--- src/rtl/pstat_pkg.sv ---
package pstat_pkg;
  localparam int REG_W = 32;

  localparam int CONN_B      = 0;
  localparam int CONN_CHG_B  = 1;
  localparam int EN_B        = 2;
  localparam int EN_CHG_B    = 3;
  localparam int OC_CHG_B    = 5;
  localparam int PRST_B      = 8;
  localparam int WAKE_DISC_B = 21;
  localparam int WAKE_OC_B   = 22;

  localparam logic [REG_W-1:0] RW_MASK   = 32'h0070_21C0;
  localparam logic [REG_W-1:0] W1C_MASK  = (REG_W'(1) << CONN_CHG_B) |
                                           (REG_W'(1) << EN_CHG_B)   |
                                           (REG_W'(1) << OC_CHG_B);
  localparam logic [REG_W-1:0] STAT_MASK = W1C_MASK | (REG_W'(1) << CONN_B) |
                                           (REG_W'(1) << EN_B);
  localparam logic [REG_W-1:0] USED_MASK = RW_MASK | STAT_MASK;

  // Merge software data into the directly writable field.
  function automatic logic [REG_W-1:0] f_rw_merge(input logic [REG_W-1:0] cur,
                                                  input logic [REG_W-1:0] wd);
    return (cur & ~RW_MASK) | (wd & RW_MASK);
  endfunction

  // Bits that a write-one-to-clear write removes.
  function automatic logic [REG_W-1:0] f_w1c_bits(input logic [REG_W-1:0] wd);
    return wd & W1C_MASK;
  endfunction
endpackage

--- src/rtl/pstat_sw_path.sv ---
module pstat_sw_path
  import pstat_pkg::*;
(
  input  logic             wr,
  input  logic [REG_W-1:0] wdata,
  input  logic [REG_W-1:0] cur,
  output logic [REG_W-1:0] merged,
  output logic [REG_W-1:0] w1c_clr,
  output logic             en_clr,
  output logic             rst_enter,
  output logic             rst_exit
);
  always_comb begin
    merged    = wr ? f_rw_merge(cur, wdata) : cur;
    w1c_clr   = wr ? f_w1c_bits(wdata) : '0;
    en_clr    = wr && !wdata[EN_B];
    rst_enter = wr && !cur[PRST_B] &&  wdata[PRST_B];
    rst_exit  = wr &&  cur[PRST_B] && !wdata[PRST_B];
  end
endmodule

--- src/rtl/pstat_hw_events.sv ---
module pstat_hw_events
  import pstat_pkg::*;
(
  input  logic clk,
  input  logic rst,
  input  logic attach,
  input  logic detach,
  input  logic hs,
  input  logic io_err,
  input  logic cur_en,
  output logic conn_set,
  output logic conn_clr,
  output logic pedc_set,
  output logic dev_is_hs
);
  logic hs_q;

  always_ff @(posedge clk) begin
    if (rst)                   hs_q <= 1'b0;
    else if (detach)           hs_q <= 1'b0;
    else if (attach)           hs_q <= hs;
  end

  always_comb begin
    conn_clr  = detach;
    conn_set  = attach && !detach;
    pedc_set  = io_err && cur_en;
    dev_is_hs = hs_q;
  end
endmodule

--- src/rtl/hsport_stat_reg.sv ---
module hsport_stat_reg
  import pstat_pkg::*;
(
  input  logic             clk,
  input  logic             rst,
  input  logic             sw_wr,
  input  logic [REG_W-1:0] sw_wdata,
  output logic [REG_W-1:0] sw_rdata,
  input  logic             dev_attach,
  input  logic             dev_detach,
  input  logic             dev_hs,
  input  logic             io_err
);
  logic [REG_W-1:0] q, nxt, merged, w1c_clr;
  logic en_clr_sw, rst_enter, rst_exit;
  logic conn_set, conn_clr, pedc_set, dev_is_hs;
  logic en_set_evt, en_clr_evt;

  pstat_sw_path u_sw (
    .wr(sw_wr), .wdata(sw_wdata), .cur(q), .merged(merged), .w1c_clr(w1c_clr),
    .en_clr(en_clr_sw), .rst_enter(rst_enter), .rst_exit(rst_exit)
  );

  pstat_hw_events u_hw (
    .clk(clk), .rst(rst), .attach(dev_attach), .detach(dev_detach), .hs(dev_hs),
    .io_err(io_err), .cur_en(q[EN_B]), .conn_set(conn_set), .conn_clr(conn_clr),
    .pedc_set(pedc_set), .dev_is_hs(dev_is_hs)
  );

  assign en_set_evt = rst_exit && q[CONN_B] && dev_is_hs && !conn_clr;
  assign en_clr_evt = en_clr_sw || rst_enter || conn_clr;

  always_comb begin
    nxt = merged & ~w1c_clr;
    if (en_clr_evt) nxt[EN_B] = 1'b0;
    if (en_set_evt) nxt[EN_B] = 1'b1;
    if (conn_set) begin
      nxt[CONN_B]     = 1'b1;
      nxt[CONN_CHG_B] = 1'b1;
    end
    if (conn_clr) begin
      nxt[CONN_B]     = 1'b0;
      nxt[EN_B]       = 1'b0;
      nxt[CONN_CHG_B] = 1'b1;
    end
    if (pedc_set) nxt[EN_CHG_B] = 1'b1;
  end

  always_ff @(posedge clk) begin
    if (rst) q <= '0;
    else     q <= nxt;
  end

  assign sw_rdata = q;
endmodule

--- config.mk ---
export PLATFORM = sky130hd
export DESIGN_NAME = hsport_stat_reg
export DESIGN_NICKNAME = d
export VERILOG_FILES = /design/src/rtl/pstat_pkg.sv /design/src/rtl/pstat_sw_path.sv /design/src/rtl/pstat_hw_events.sv /design/src/rtl/hsport_stat_reg.sv
export SDC_FILE = /design/constraint.sdc
export NUM_CORES = 1
export LEC_CHECK = 0
export ABC_AREA = 1
export BUFFER_PORTS_ARGS = -buffer_cell sky130_fd_sc_hd__buf_2
export CAP_MARGIN = 10
export CORE_ASPECT_RATIO = 1.1
export CORE_MARGIN = 5
export CORE_UTILIZATION = 46
export DETAILED_ROUTE_END_ITERATION = 10
export GPL_TIMING_DRIVEN = 0
export PLACE_DENSITY = 0.83
export SLEW_MARGIN = 20
export SYNTH_ARGS = -nofsm -noshare
export SYNTH_HDL_FRONTEND = slang
export SYNTH_HIERARCHICAL = 1
export SYNTH_SLANG_ARGS = --single-unit
--- constraint.sdc ---
create_clock -name clk -period 2.1 [get_ports clk]
set_input_delay 0.315 -clock clk [delete_from_list [all_inputs] [get_ports clk]]
set_output_delay 0.315 -clock clk [all_outputs]
set_load 0.05 [all_outputs]
* Word level (Yosys, flattened, before mapping)
Index checks and enable logic that the tools add are counted.
Cells by class: bitwise logic cells 3, multiplexer cells 7, reductions and logical operators 17
Operators with widths (count):
- bitwise AND 32 bit | 1
- two-way mux 32 bit | 1
- inverter 32 bit | 1
- OR 32 x 23 -> 32 bit | 1
- logical AND 1 bit | 10
- two-way mux 6 bit | 1
- zero test 1 bit | 4
- two-way mux 2 bit | 2
- two-way mux 1 bit | 3
- logical OR 1 bit | 2
- OR reduction 2 bit | 1
Word-level totals: output and inout bits 32, input port bits 39, flip-flop bits (word level) 33, logic and storage cells 30

* Longest topological paths before layout
depth in word-level cells 7, gate-level depth with buffers 6, depth with buffers taken out 5

* Hierarchy
The synthesis kept the hierarchy.
By module, submodules not included:
- hsport_stat_reg | cells an instance 110, area each 957.2 um^2, times used 1, seq. area each 640.6 um^2
- pstat_sw_path | cells an instance 88, area each 545.5 um^2, times used 1, seq. area each 0.0 um^2
- pstat_hw_events | cells an instance 12, area each 67.6 um^2, times used 1, seq. area each 20.0 um^2

* Worst setup path before layout
Ideal clock, no wire load.
kind register -> register, from reg q[2] (netlist: sw_rdata[2]), to reg q[2] (netlist: sw_rdata[2]), period minus slack after synthesis 1.120 ns, required time 2.030 ns, setup time 0.070 ns, stages on the path, launching flop included 6, data arrival time 1.050 ns, buffers on the path 1, slack 0.980 ns, cells stage by stage dfxtp_1 -> buf_4 -> inv_1 -> nor2_1 -> nand2_1 -> a21oi_1
Between the ends: word-level cells in the longest chain between the ends 5
RTL lines:
- start: declaration | line hsport_stat_reg.sv:14 | logic [REG_W-1:0] q, nxt, merged, w1c_clr;
- start signal: assignment | line hsport_stat_reg.sv:51 | else q <= nxt;
- OR 32 x 23 -> 32 bit | line pstat_pkg.sv:24 | return (cur & ~RW_MASK) | (wd & RW_MASK);
- two-way mux 32 bit (*) | line pstat_sw_path.sv:14 | merged = wr ? f_rw_merge(cur, wdata) : cur;
- via merged[2] | line hsport_stat_reg.sv:14
- bitwise AND 32 bit (*) | line hsport_stat_reg.sv:34 | nxt = merged & ~w1c_clr;
- two-way mux 1 bit (*) | line hsport_stat_reg.sv:35 | if (en_clr_evt) nxt[EN_B] = 1'b0;
- two-way mux 1 bit (*) | line hsport_stat_reg.sv:36 | if (en_set_evt) nxt[EN_B] = 1'b1;
The timed path passes the listed nets; every way through them passes the cells marked *. A chain may end at the register's enable or synchronous reset.

* Worst setup path in the final report
from reg q[8] (netlist: sw_rdata[8]), to out sw_rdata[8]
RTL lines:
- end: declaration | line hsport_stat_reg.sv:8 | output logic [REG_W-1:0] sw_rdata,
No word-level cell between the ends.

==> flow_summary.yaml <==
status:
  outcome: "complete, no violations"
logic_synthesis:
  yosys_warnings: 6
  synthMostInstantiatedCell: "nand2_1"
  synth_top_area_share: 0.4207
  synth_ff_type: "dfxtp_1"
  synth-edff-count: 0
  synth_area_leaders: "dfxtp_1 42%, buf_4 26%, nand2_1 14%, nor2_1 8.6%, inv_1 3.1%"
  ys_types: 14
  synthCells: 210
  synthTopCellsByCount: "59 x nand2_1, 55 x buf_4, 36 x nor2_1, 33 x dfxtp_1, 13 x inv_1"
  async_reset_ff_frac: 0
  syn_avg_cell_area_um2: 7.477
  ys_seq_area_frac: 0.4207
  synth_largest_area_cell: "dfxtp_1"
  syn-cell-area_um2: 1570
  ys_ff_latch: 33
worst_setup_path:
  crit_chain: "buf_2"
  rrSetupSlack_ps: 1280
  critPathLaunchType: "flop"
  cp_top_family: "flip-flops"
  end_kind: "output port"
  critPathRequiredTime_ps: 1780
  critPathSlowestCell: "dfxtp_1"
  crit_type: "reg -> out"
  worst-path-stages: 1
  crit_fanout: 4
  crit_buf_inv: 1
  critPathArrivalTime_ps: 1010
  r2r_cells: 4
  slowest_delay_ps: 400
global_route:
  overflow: 0
  grt_pass1_vias: 1071
  grt_max_degree: 11
  grt_pass1_wl_mm: 4.402
  antenna_found_initial: 0
  grt_use_total: 0.1252
floorplanning:
  io_pins: 71
  num_rows: 22
  core_um2: 3303
  die_x_um: 65.71
  die_h_um: 71.28
  start_util: 0.4754
  die_area_um2: 4683
power_and_ir_drop:
  internal_power_mw: 0.8192
  pwr-share-comb: 0.134
  power-per-cell-area_nw_per_um2: 541.3
  switching_share: 0.2464
  peakVddDrop_uv: 319.1
  switchingPower_mw: 0.2679
  cellLeakagePower_nw: 1.196
  p_clk_frac: 0.281
  seqPwrFrac: 0.585
route:
  drtIter0Drc: 40
  via_count: 1231
  antenna_left: 0
  drc_errors: 0
  first_pass_iters: 4
  viasPerCell: 3.742
  wl_per_cell_um: 8.292
  routed_wl_mm: 2.728
sta:
  finClkSkew_ps: 4.226
  finalSetupViolCount: 0
  final_hold_viol_count: 0
  hold_ws_ps: 202.6
  period_minus_slack_ps: 1328
  rsz0062_at_grt: "no"
  finalSetupTns_ps: 0
  fmax_mhz: 752.9
  slew_viol_final: 0
  fin_crit_sh: 0.6325
layout:
  n_antenna_cell: 0
  fin_nets: 333
  syn_to_final_growth_pct: 27.89
  drive_above_1_share: 0.4027
  finalInstanceArea_um2: 2008
  n_fill_cell: 313
place:
  gp_congestion: 0.7327
  portBuffers: 49
  hpwl_mm: 2.128
  dpl-instance-area_um2: 1966
clocking:
  cts-root-buf: "clkbuf_4"
  cts.sinks: 33
  cts_max_path_buffers: 2
  cts_buffers: 5
  cts_setup_buffers: 0
  clkSlewWorstSetupHoldPaths_ps: 90
  post_cts_resized: 0
  clk_latency_ps: 320
  tritoncts: "built"
  htree_num_levels: 2
  hold_buffers: 0
min_path:
  hold_path_class: "in -> reg"
  hold_depth: 2
job:
  maxCapViolations: 0
-- per-layer routing --
layer | up-vias | routed length (um) | GRT usage | share of wire
li1 | 701 | - | - | -
met1 | 498 | 1146 | 0.1288 | 0.42
met2 | 27 | 1398 | 0.2183 | 0.51
met3 | 5 | 127 | 0.03918 | 0.047
met4 | 0 | 56 | 0.07604 | 0.021
met5 | - | 0 | 0 | 0
-- area by class of cell --
class                      count  area, um2  area share
sequential                    33      660.6      0.3290
buffer                        59      451.7      0.2249
multi-input combinational    132      510.5      0.2542
inverter                      14      52.55     0.02617
tap                           36      45.04     0.02243
clock buffer                   5      37.54     0.01869
clock inverter                 1      5.005    0.002492
timing repair buffer          49      245.2      0.1221
-- cell families after synthesis --
logic type,Yosys count,share of synthesized area
simple gates,99,0.2422
buf+inv,73,0.3211
other cells,1,0.002388
flops,33,0.4207
compound gates,4,0.01355
-- worst paths after layout --
kind,to,from
worst max register to register,sw_rdata[2],sw_rdata[8]
worst min register to register,sw_rdata[2],sw_rdata[0]
worst max-delay path,sw_rdata[8],sw_rdata[8]
worst min-delay path,sw_rdata[1],rst
-- sequential cells by signal (all words and copies together), names as in the netlist --
name            cells
u_hw/dev_is_hs      1
sw_rdata           32
-- stage by stage --
step	util	power, mW	std cells	setup slack (ps)
final	0.6080	1.087	329	771.8
after global routing	0.6080	1.155	329	715.4
after CTS	0.6080	1.106	329	746.2
after detailed placement	0.5951	0.7962	323	1067
after global placement	0.5951	0.7943	323	1077
after floorplan	-	0.7614	238	979.8
-- cell usage in the layout, fill, tap and decap left out, drive strengths merged --
cell type,count
nand2,60
buf,108
clkbuf,5
dfxtp,33
a31oi,1
nand3,1
clkinv,1
nor2,38
a21oi,3
inv,14
conb,29
-- power groups by stage --
stage,clock network (mW),registers [mW],logic [mW]
final,0.305,0.636,0.146
after global routing,0.354,0.638,0.163
after CTS,0.323,0.637,0.146
after detailed placement,0,0.651,0.145
after global placement,0,0.651,0.143
after floorplan,0,0.673,0.0888
No activity file was read; power rests on OpenSTA's default activity.
